**src/rtl/cap_pkg.sv**
```systemverilog
package cap_pkg;
  // Edge qualifier: current and previous level with polarity selection.
  function automatic logic edge_hit(input logic level, input logic prev, input logic rising);
    return rising ? (level & ~prev) : (~level & prev);
  endfunction
endpackage

```
**src/rtl/cap_sync.sv**
```systemverilog
module cap_sync #(
  parameter int STAGES = 2
) (
  input  logic clk,
  input  logic rst_n,
  input  logic d_i,
  output logic q_o
);
  logic [STAGES-1:0] chain;

  always_ff @(posedge clk or negedge rst_n) begin
    if (!rst_n) chain <= '0;
    else        chain <= {chain[STAGES-2:0], d_i};
  end

  assign q_o = chain[STAGES-1];
endmodule

```
**src/rtl/cap_filter.sv**
```systemverilog
module cap_filter #(
  parameter int LEN = 4
) (
  input  logic clk,
  input  logic rst_n,
  input  logic en_i,
  input  logic din_i,
  output logic dout_o
);
  localparam int CW = (LEN > 2) ? $clog2(LEN) : 1;
  localparam logic [CW-1:0] LAST = CW'(LEN - 1);

  logic [CW-1:0] run_cnt;
  logic          out_q;

  always_ff @(posedge clk or negedge rst_n) begin
    if (!rst_n) begin
      run_cnt <= '0;
      out_q   <= 1'b0;
    end else if (!en_i) begin
      // preload so that enabling never creates an edge
      run_cnt <= '0;
      out_q   <= din_i;
    end else if (din_i == out_q) begin
      run_cnt <= '0;
    end else if (run_cnt == LAST) begin
      run_cnt <= '0;
      out_q   <= din_i;
    end else begin
      run_cnt <= run_cnt + 1'b1;
    end
  end

  assign dout_o = out_q;

  // an enabled filter only moves to the value of its latest sample
  p_filter_follows_sample_r7: assert property (@(posedge clk) disable iff (!rst_n)
    ($past(en_i) && (out_q != $past(out_q))) |-> (out_q == $past(din_i)));
endmodule

```
**src/rtl/capture_unit.sv**
```systemverilog
module capture_unit #(
  parameter int CNT_W       = 16,
  parameter int SYNC_STAGES = 2,
  parameter int FILT_LEN    = 4
) (
  input  logic             clk,
  input  logic             rst_n,
  input  logic             pin_i,
  input  logic             rise_sel_i,
  input  logic             filt_en_i,
  input  logic             cap_off_i,
  input  logic [CNT_W-1:0] count_i,
  output logic [CNT_W-1:0] cap_val_o,
  output logic             cap_evt_o
);
  import cap_pkg::*;

  logic pin_sync;
  logic pin_filt;
  logic level;
  logic level_prev;
  logic edge_seen;
  logic take;

  cap_sync #(.STAGES(SYNC_STAGES)) u_sync (
    .clk(clk), .rst_n(rst_n), .d_i(pin_i), .q_o(pin_sync)
  );

  cap_filter #(.LEN(FILT_LEN)) u_filt (
    .clk(clk), .rst_n(rst_n), .en_i(filt_en_i), .din_i(pin_sync), .dout_o(pin_filt)
  );

  assign level     = filt_en_i ? pin_filt : pin_sync;
  assign edge_seen = edge_hit(level, level_prev, rise_sel_i);
  assign take      = edge_seen & ~cap_off_i;

  always_ff @(posedge clk or negedge rst_n) begin
    if (!rst_n) begin
      level_prev <= 1'b0;
      cap_val_o  <= '0;
      cap_evt_o  <= 1'b0;
    end else begin
      level_prev <= level;
      cap_evt_o  <= take;
      if (take) cap_val_o <= count_i;
    end
  end

  // an event carries the counter value of the edge that loaded it
  p_value_matches_r2: assert property (@(posedge clk) disable iff (!rst_n)
    cap_evt_o |-> (cap_val_o == $past(count_i)));
  // single-cycle pulse
  p_evt_single_r5: assert property (@(posedge clk) disable iff (!rst_n)
    cap_evt_o |=> !cap_evt_o);
  // register steady without an event
  p_hold_r5: assert property (@(posedge clk) disable iff (!rst_n)
    !cap_evt_o |-> $stable(cap_val_o));
  // disabled capture never signals
  p_disabled_quiet_r8: assert property (@(posedge clk) disable iff (!rst_n)
    cap_off_i |=> !cap_evt_o);
  // the level after an event agrees with the selected polarity
  p_polarity_r4: assert property (@(posedge clk) disable iff (!rst_n)
    cap_evt_o |-> (level_prev == $past(rise_sel_i)));
endmodule

```
**config.mk**
```make
export PLATFORM = sky130hd
export DESIGN_NAME = capture_unit
export DESIGN_NICKNAME = d
export VERILOG_FILES = /design/src/rtl/cap_pkg.sv /design/src/rtl/cap_sync.sv /design/src/rtl/cap_filter.sv /design/src/rtl/capture_unit.sv
export SDC_FILE = /design/constraint.sdc
export NUM_CORES = 1
export LEC_CHECK = 0
export ABC_AREA = 1
export ABC_CLOCK_PERIOD_IN_PS = 2400
export CORE_UTILIZATION = 59
export DETAILED_ROUTE_END_ITERATION = 8
export DONT_BUFFER_PORTS = 1
export PLACE_DENSITY_LB_ADDON = 0.15
export SYNTH_ARGS = -nofsm -noshare
export SYNTH_HDL_FRONTEND = slang
export SYNTH_SLANG_ARGS = --single-unit
```
**constraint.sdc**
```tcl
create_clock -name clk -period 2.4 [get_ports clk]
set_clock_uncertainty 0.05 [all_clocks]
set_input_delay 0.72 -clock clk [delete_from_list [all_inputs] [get_ports clk]]
set_output_delay 0.72 -clock clk [all_outputs]
set_load 0.005 [all_outputs]
```
==> impl_metrics.toml <==
[route]
route.vias.total = 639
postRouteAntennaNets = 0
vias_per_cell = 5.65
drt-initial-drc-count = 8
drt_wl_total_mm = 1.60
dr.pass1.iters = 3
drc = 0
wl_per_cell_um = 14.2

[die]
ios = 39
fp.dieW_um = 42.3
coreArea_sq_um = 1510
placementRows = 14
fp.dieH_um = 42.3
start_util_pct = 63.7
dieArea_sq_um = 1790

[synth]
synth_seq_cells = 23
syn_inst = 97
yosysTopAreaCell = "dfrtp_1"
synth_top_area_share_pct = 60.0
yosysWarnings = 0
synth_xor_area_share_pct = 0.913
netlist_area_sq_um = 960
synth_compound_area_share_pct = 0.522
synth_mux_area_share_pct = 0
synth_top_family_by_area = "simple AND/OR/NAND/NOR gates"
synth_cell_types = 18
syn_avg_cell_area_sq_um = 9.89
synth_fp_nets = 120
ys_seq_area_share_pct = 60.0
synth.area.top_cells = "dfrtp_1, nand2_1, nand4_1, inv_1, nand3_4"
yosys.area_share.simple_pct = 31.8
synth_fa_ha_area_share_pct = 1.30

[layout]
final_cell_mix = "nand2_1, dfrtp_1, nand4_1, inv_1, clkbuf_4"
antenna_cells = 0
n_fill_cell = 117
multi_input_area_sq_um = 332
area.sequential_sq_um = 576
fin_nets = 121
syn_to_final_growth_pct = 1.69
layout_commonest_cell = "nand2_1"
drive_gt1_share_pct = 9.28

[clock_network]
cts_max_level = 1
cts_buffers = 3
cts_root_buf = "clkbuf_4"
clkLatencyLatePin_ns = 0.30
cts_tree = "done"
hold_buffers = 0
cts_resized = 0
postCtsSetupRepairBufs = 0
clk_pin_slew_ns = 0.11
cts.sinks = 23
cts_buffer_depth = 2

[placed_design]
dp_slack_ns = 0.669
globalplace.congestion = 0.772
hpwl_mm = 1.12
portBuffers = 0

[hold_path]
worst_hold_path_type = "in2async"

[power]
peakVddDrop_v = 0.000448
p_per_area_nw_per_um2 = 811
leakage_nw = 0.519

[global_routing]
grt_pass1_wl_mm = 2.77
antenna_found_initial = 0
gr-total-overflow = 0
grt.total_usage_pct = 20.5
grt_pass1_vias = 627
grt_start_max_net_pins = 24

[critical_path]
startpoint_type = "flip-flop"
r2r_slack_ns = 0.97
path_class = "reg2out"
cp_max_fo = 2
cp-end-kind = "primary output"
worstPathRequired_ns = 1.63
cp.arrival_ns = 0.72

[timing]
finalCritPeriodShare_pct = 62.2
layout_setup_ws_ns = 0.906
hold_viol = 0
timing.setup.tns_ns = 0
drv_slew = 0
setup_viol = 0
rsz0062_at_grt = "no"
period_needed_ns = 1.49
max_freq_mhz = 669
max_slew_margin_pct = 67.7
worst_pin_slew_ns = 0.482

[run_status]
status = "finished, final reports clean"

[run]
max_cap_violations = 0
power breakdown:
| part | switching (mW) | total (mW) | internal, mW | leakage, nW |
|---|---|---|---|---|
| sequential | 0.0541 | 0.514 | 0.460 | 0.286 |
| combinational | 0.0684 | 0.107 | 0.0391 | 0.217 |
| clock | 0.105 | 0.170 | 0.0649 | 0.0150 |
| total | 0.228 | 0.792 | 0.564 | 0.519 |
final timing paths:
path / start / to / depth (start not counted)
setup / recovery: cap_val_o[0] / cap_val_o[0] / 0
hold / removal: rst_n / u_sync.chain[0] / 0
setup reg to reg: u_filt.dout_o / cap_val_o[14] / 5
hold reg to reg: u_sync.chain[0] / u_sync.chain[1] / 0
max in group asynchronous: rst_n / cap_val_o[9] / 0
min in group clk: u_sync.chain[0] / u_sync.chain[1] / 0
cells in the mapped netlist:
library cell	number
nand3_2	1
buf_4	2
clkinv_1	1
ha_1	1
nand2_2	2
nand3_4	1
nor3_1	1
or2_2	1
dfrtp_1	23
nand2_4	1
o21ai_0	1
buf_6	1
nor2_1	1
clkbuf_1	1
nand4_1	16
inv_1	5
xnor2_1	1
nand2_1	37
routing by layer:
metal / vias up / track usage, % / wire length (um)
met5: - / 0 / 0
met4: 0 / 11.3 / 30
li1: 325 / - / -
met1: 287 / 25.7 / 734
met3: 4 / 6.47 / 103
met2: 23 / 31.4 / 735
logic make-up after synthesis:
logic type,count (synthesis)
buffers and inverters,10
XOR/XNOR,1
AND/OR/NAND/NOR,61
adder cells (fa/ha/maj),1
flip-flops,23
AO/OA/AOI/OAI,1
final cells by class:
cell class / count / share of cell area [%]
multi-input combinational: 64 / 34.0
sequential: 23 / 59.0
clock buffer: 4 / 2.69
tap: 16 / 2.05
inverter: 6 / 2.31
state kept, by name, indices dropped and copies added, names as in the netlist:
| name | cells |
|---|---|
| cap_evt_o | 1 |
| u_filt.dout_o | 1 |
| u_filt.run_cnt | 2 |
| level_prev | 1 |
| cap_val_o | 16 |
| u_sync.chain | 2 |
metrics by stage:
step / total power [mW] / util (%) / cell area [sq um] / cells / hold WS, ns
after detailed placement: 0.632 / 63.0 / 950 / 109 / 0.285
after floorplan: 0.611 / - / 960 / 97 / 0.281
after global routing: 0.840 / 64.8 / 976 / 113 / 0.0240
final: 0.792 / 64.8 / 976 / 113 / 0.0425
after global placement: 0.628 / 63.0 / 950 / 109 / 0.287
after CTS: 0.805 / 64.8 / 976 / 113 / 0.0308
No activity file was read; power rests on OpenSTA's default activity.
